==> src/rtl/usart_irq_pkg.sv <==
package usart_irq_pkg;
    localparam int NUM_SRC = 3;
    localparam int IDX_TX  = 0;
    localparam int IDX_RX  = 1;
    localparam int IDX_ERR = 2;
    // reset value of each flag: transmit-empty starts set
    localparam logic [NUM_SRC-1:0] FLAG_RST = 3'b001;
endpackage

==> src/rtl/usart_irq_flag.sv <==
module usart_irq_flag #(
    parameter logic RST_VAL = 1'b0
) (
    input  logic clk,
    input  logic rst_n,
    input  logic set_i,
    input  logic clr_i,
    output logic flag_o
);
    typedef struct packed {
        logic flag;
    } flag_st_t;

    flag_st_t st_d, st_q;

    always_comb begin
        st_d = st_q;
        if (set_i) begin
            st_d.flag = 1'b1;          // set has priority
        end else if (clr_i) begin
            st_d.flag = 1'b0;
        end
    end

    always_ff @(posedge clk) begin
        if (!rst_n) begin
            st_q.flag <= RST_VAL;
        end else begin
            st_q <= st_d;
        end
    end

    assign flag_o = st_q.flag;

    // a set in the same cycle as a clear still leaves the flag high
    a_r7_set_wins: assert property (@(posedge clk) disable iff (!rst_n)
        set_i |=> flag_o);
    // a lone clearing access drops the flag
    a_r5_access_clears: assert property (@(posedge clk) disable iff (!rst_n)
        (clr_i && !set_i) |=> !flag_o);
    // no strobe, no change
    a_r8_flag_holds: assert property (@(posedge clk) disable iff (!rst_n)
        (!set_i && !clr_i) |=> $stable(flag_o));
endmodule

==> src/rtl/usart_irq_mask.sv <==
module usart_irq_mask #(
    parameter int W = 3
) (
    input  logic         clk,
    input  logic         rst_n,
    input  logic         wr_i,
    input  logic [W-1:0] wdata_i,
    output logic [W-1:0] en_o
);
    typedef struct packed {
        logic [W-1:0] en;
    } mask_st_t;

    mask_st_t st_d, st_q;

    always_comb begin
        st_d = st_q;
        if (wr_i) begin
            st_d.en = wdata_i;
        end
    end

    always_ff @(posedge clk) begin
        if (!rst_n) begin
            st_q.en <= '0;
        end else begin
            st_q <= st_d;
        end
    end

    assign en_o = st_q.en;

    // a write lands on the next edge
    a_r2_enable_load: assert property (@(posedge clk) disable iff (!rst_n)
        wr_i |=> (en_o == $past(wdata_i)));
    // without a write the enables hold
    a_r2_enable_hold: assert property (@(posedge clk) disable iff (!rst_n)
        !wr_i |=> $stable(en_o));
endmodule

==> src/rtl/usart_irq_ctrl.sv <==
module usart_irq_ctrl
    import usart_irq_pkg::*;
(
    input  logic       clk,
    input  logic       rst_n,
    input  logic       tx_load_i,
    input  logic       rx_done_i,
    input  logic       rx_fault_i,
    input  logic       tbuf_wr_i,
    input  logic       rbuf_rd_i,
    input  logic       stat_rd_i,
    input  logic       ien_wr_i,
    input  logic [2:0] ien_wdata_i,
    output logic       tx_empty_o,
    output logic       rx_full_o,
    output logic       err_flag_o,
    output logic       irq_tx_o,
    output logic       irq_rx_o,
    output logic       irq_err_o,
    output logic       irq_any_o
);
    typedef struct packed {
        logic any;
    } top_st_t;

    logic [NUM_SRC-1:0] set_vec, clr_vec, flag_vec, en_vec, irq_vec;
    top_st_t st_d, st_q;

    assign set_vec[IDX_TX]  = tx_load_i;
    assign set_vec[IDX_RX]  = rx_done_i;
    assign set_vec[IDX_ERR] = rx_fault_i;
    assign clr_vec[IDX_TX]  = tbuf_wr_i;
    assign clr_vec[IDX_RX]  = rbuf_rd_i;
    assign clr_vec[IDX_ERR] = stat_rd_i;

    for (genvar i = 0; i < NUM_SRC; i++) begin : g_src
        usart_irq_flag #(
            .RST_VAL (FLAG_RST[i])
        ) u_flag (
            .clk    (clk),
            .rst_n  (rst_n),
            .set_i  (set_vec[i]),
            .clr_i  (clr_vec[i]),
            .flag_o (flag_vec[i])
        );
    end

    usart_irq_mask #(
        .W (NUM_SRC)
    ) u_mask (
        .clk     (clk),
        .rst_n   (rst_n),
        .wr_i    (ien_wr_i),
        .wdata_i (ien_wdata_i),
        .en_o    (en_vec)
    );

    assign irq_vec = flag_vec & en_vec;

    always_comb begin
        st_d     = st_q;
        st_d.any = |irq_vec;
    end

    always_ff @(posedge clk) begin
        if (!rst_n) begin
            st_q.any <= 1'b0;
        end else begin
            st_q <= st_d;
        end
    end

    assign tx_empty_o = flag_vec[IDX_TX];
    assign rx_full_o  = flag_vec[IDX_RX];
    assign err_flag_o = flag_vec[IDX_ERR];
    assign irq_tx_o   = irq_vec[IDX_TX];
    assign irq_rx_o   = irq_vec[IDX_RX];
    assign irq_err_o  = irq_vec[IDX_ERR];
    assign irq_any_o  = st_q.any;

    // combined line follows the requests one cycle later
    a_r9_any_latency: assert property (@(posedge clk) disable iff (!rst_n)
        1'b1 |=> (irq_any_o == $past(irq_tx_o | irq_rx_o | irq_err_o)));
    // masking transmit drops its request and keeps its flag
    a_r6_mask_keeps_flag: assert property (@(posedge clk) disable iff (!rst_n)
        (ien_wr_i && !ien_wdata_i[0] && !tx_load_i && !tbuf_wr_i)
        |=> (!irq_tx_o && $stable(tx_empty_o)));
    // receive request needs both flag and enable after a set with bit 1 written
    a_r4_rx_raise: assert property (@(posedge clk) disable iff (!rst_n)
        (rx_done_i && ien_wr_i && ien_wdata_i[1]) |=> irq_rx_o);
endmodule

==> config.mk <==
export PLATFORM = sky130hd
export DESIGN_NAME = usart_irq_ctrl
export DESIGN_NICKNAME = d
export VERILOG_FILES = /design/src/rtl/usart_irq_pkg.sv /design/src/rtl/usart_irq_flag.sv /design/src/rtl/usart_irq_mask.sv /design/src/rtl/usart_irq_ctrl.sv
export SDC_FILE = /design/constraint.sdc
export NUM_CORES = 1
export LEC_CHECK = 0
export ABC_AREA = 1
export BUFFER_PORTS_ARGS = -buffer_cell sky130_fd_sc_hd__buf_2
export CAP_MARGIN = 5
export CORE_AREA = 2 2 39 41
export DETAILED_ROUTE_END_ITERATION = 8
export DIE_AREA = 0 0 41 43
export GPL_TIMING_DRIVEN = 0
export PLACE_DENSITY_LB_ADDON = 0.2
export SYNTH_ARGS = -nofsm -noshare
export SYNTH_HDL_FRONTEND = slang
export SYNTH_SLANG_ARGS = --single-unit
==> constraint.sdc <==
create_clock -name clk -period 0.9 [get_ports clk]
set_input_delay 0.135 -clock clk [delete_from_list [all_inputs] [get_ports clk]]
set_output_delay 0.135 -clock clk [all_outputs]
set_load 0.01 [all_outputs]
==> impl.org <==
** STA
- Tightest slew margin relative to the limit :: 0.927
- Setup repair after global routing could not meet its margin everywhere.
- Once routing completed, OpenROAD measured the worst setup slack at -0.0327 ns.
- The smallest clock period supported by the final layout is computed as 0.933 ns.
- Setup skew after layout :: 0.00194 ns
- For the pin with the worst max-slew slack, the measured transition is 0.109 ns.
- The final number of hold-violating endpoints came to 0.
- Setup violations remaining at the end of the flow were counted as 3.
- Timing would allow up to ~1100 MHz.
- Tcrit/Tclk final :: 1.04
- Across all hold checks on the routed design, the worst slack comes to 0.0419 ns.
- The final number of max-transition violations was 0.

** Synth
- Sorting the synthesized cells by area gives the leading types as sky130_fd_sc_hd__dfxtp_1 (54%), sky130_fd_sc_hd__inv_1 (12%), sky130_fd_sc_hd__nor2_1 (12%).
- Seq cells post-synth :: 7
- In this run the cell area of the synthesized design comes to 260 µm².
- Xor/xnor cell area share of the yosys netlist :: 0
- Most area-hungry cell type in the Yosys netlist :: sky130_fd_sc_hd__dfxtp_1
- Synthesis produced a netlist whose cell count is 36.
- The compound-cell area share of the yosys netlist was 0.115.
- Post-synthesis simple-gate area fraction :: 0.216
- In the synthesized netlist the dominant register cell turns out to be sky130_fd_sc_hd__dfxtp_1.
- For this run, the register share of the synthesized area comes to 0.538.
- Largest family of logic cells by synthesized area :: simple AND/OR/NAND/NOR gates
- In this run, synthesis inferred 0 flip-flops with an integrated enable.
- Counting every net in the synthesized netlist gives 48.
- Synth Area in Adders :: 0
- Ranking of synthesized cells by instance count :: sky130_fd_sc_hd__inv_1 (8), sky130_fd_sc_hd__nor2_1 (8), sky130_fd_sc_hd__dfxtp_1 (7)
- For this run, the number of Yosys warnings is 0.
- The number of different library cells used by synthesis comes to 9.
- A synthesized cell averages 7.23 µm².
- The portion of synthesized area spent on multiplexers is 0.
- After synthesis, the share of flip-flops with an asynchronous set or reset is 0.
- Area share of the largest cell type after synthesis :: 0.538

** Placement
- The placed instances occupy a cell area of 370 µm².
- Dpl hpwl :: 455 µm
- Buffers placed on the I/O ports in this run total 18.
- At the end of routability-driven placement, the weighted congestion stood at 0.553.
- Post-Place Worst Slack :: 0.186 ns
- Once placement completed, the tool counted placed cells totaling 70.

** Routing
- Iteration-0 DRC count of the detailed router :: 1
- Average vias per placed instance :: 3.63
- In this run the remaining antenna-violating nets after routing total 0.
- Detailed-router iteration count before antenna repair :: 3
- # DRC :: 0
- The detailed router placed 276 vias in this run.
- Routed Wire Length :: between 500 and 600 µm
- After detailed routing, the average wire length per cell comes to 7.59 µm.

** Critical path
- For the worst setup path, the data arrival time is 0.80 ns.
- WP data required :: 0.76 ns
- Critical Path Start Type :: flip-flop
- Startpoint-to-endpoint class of the critical path :: flip-flop to output port
- Maximum net fanout on the critical path :: 3
- Critical path capture point type :: output port

** Clock network
- After clock tree synthesis, the clock-pin slew on the worst setup and hold paths is 0.05 ns.
- H-tree levels :: 1
- Clock buffers created by TritonCTS :: 3
- Num Clock Sinks :: 7
- TritonCTS clock tree :: yes
- The longest clock path from root to sink contains 2 buffers.
- Library cell used as clock root buffer :: sky130_fd_sc_hd__clkbuf_4
- The later pin in the worst-skew pair is clocked with a latency of 0.25 ns.

** Floorplanning
- Die area :: 0.00176 mm²
- The core region is 0.00138 mm².
- Die outline height :: roughly 43 µm
- Cell Rows :: 14
- Initial Util :: 0.188
- In this run the count of I/O pins placed on the die edge is 19.
- Measured along the x axis, the die boundary spans 41 µm.

** Power and ir drop
- P per Cell Area :: approximately 1700 mW/mm²
- IR analysis of the VDD net gives a maximum drop of 0.491 mV.
- For this design the static power due to leakage is 0.261 nW.
- The completed layout was analyzed and its total power is slightly above 0.7 mW.

** Layout
- Summing all non-filler instances in the final layout gives an area of 433 µm².
- The count of cells in the finished layout, fillers not included, comes to between 70 and 80.
- Diodes inserted :: 0
- In the final layout, the share of cells above drive strength 1 is 0.583.
- Area growth syn-to-layout :: 66.3%
- For this run, the post-layout net count is 73.

** Outcome
- The final reports fail on setup timing.
- The run finished, with violations left.

** Global routing
- Maximum number of pins on one net before global-route repair :: 6
- The number of antenna violations at the first check in global routing came to 0.
- The first global-routing pass estimated 779 µm of wire.
- The via count of the first global-routing pass came to 208.
- Summed over all layers, the global routing overflow is 0.
- Total global routing track utilization :: 0.0744

** Run
- The tool flagged a number of max-cap violations equal to 0.

** Min path
- The worst hold path belongs to the class primary input to flip-flop.
## layout make-up
| cell class | instances | area (µm²) |
|---|---|---|
| tap | 16 | 20.0 |
| inverter | 9 | 33.8 |
| sequential | 7 | 148 |
| clock buffer | 4 | 26.3 |
| timing repair buffer | 20 | 111 |
| fill | 152 | 951 |
| multi-input combinational | 20 | 93.8 |
## worst max-delay path, stage by stage, from the launching register on
cell and delay, ns:
sky130_fd_sc_hd__dfxtp_2 0.34, sky130_fd_sc_hd__nand2_2 0.05, sky130_fd_sc_hd__inv_1 0.04, sky130_fd_sc_hd__buf_2 0.12
## layer usage
metal | up-vias | routed length, µm | GRT usage | share of wire
met3 | 0 | 65 | 0.0471 | 0.11
li1 | 155 | - | - | -
met2 | 14 | 247 | 0.0969 | 0.43
met5 | - | 0 | 0 | 0
met4 | 0 | 0 | 0.0800 | 0
met1 | 107 | 263 | 0.0712 | 0.46
## cells in the final DEF (no fill, tap or decap)
cell and count:
sky130_fd_sc_hd__nand3_1 1, sky130_fd_sc_hd__nand2_2 3, sky130_fd_sc_hd__o21ai_1 4, sky130_fd_sc_hd__a21oi_1 2, sky130_fd_sc_hd__dfxtp_2 6, sky130_fd_sc_hd__nor2_2 1
sky130_fd_sc_hd__buf_6 1, sky130_fd_sc_hd__buf_2 17, sky130_fd_sc_hd__buf_4 2, sky130_fd_sc_hd__clkbuf_4 3, sky130_fd_sc_hd__nor2_1 8, sky130_fd_sc_hd__dfxtp_1 1
sky130_fd_sc_hd__inv_2 2, sky130_fd_sc_hd__clkbuf_1 1, sky130_fd_sc_hd__nand2_1 1, sky130_fd_sc_hd__inv_1 7
## flip-flops by register name, summed over array words and instances, names as in the netlist
register / cells
u_mask.en_o: 3
g_src.u_flag.flag_o: 3
irq_any_o: 1
## what timing repair did
action,in CTS,in global routing
pin swaps,2,1
buffers inserted,2,0
hold buffers,0,0
gates resized for setup,9,2
endpoints found under the setup margin,3,3
## stage by stage
step                      TNS (ns)  utilization
after floorplan                  0            -
after global placement           0        0.268
after detailed placement         0        0.268
after CTS                   -0.118        0.308
after global routing        -0.235        0.313
final                      -0.0673        0.313
## worst paths after layout
check                          from                      to  slack, ns  depth (start not counted)
max          g_src[0].u_flag.flag_o                irq_tx_o      -0.03                          3
min                       tbuf_wr_i  g_src[0].u_flag.flag_o       0.04                          2
max reg2reg          u_mask.en_o[2]               irq_any_o       0.17                          5
min reg2reg  g_src[0].u_flag.flag_o  g_src[0].u_flag.flag_o       0.47                          2
## kinds of logic (layout without fill, tap and decap cells)
| logic type | count (synthesis) | after routing |
|---|---|---|
| AND/OR/NAND/NOR | 14 | 14 |
| buffers and inverters | 9 | 33 |
| flip-flops | 7 | 7 |
| AO/OA/AOI/OAI | 6 | 6 |
## power breakdown
group          leakage, nW  total (mW)  internal [mW]  switching (mW)
combinational        0.187      0.0985         0.0512          0.0473
sequential          0.0591       0.348          0.335          0.0131
clock               0.0150       0.281          0.169           0.112
Note: power is estimated with default switching activity, not from simulation.
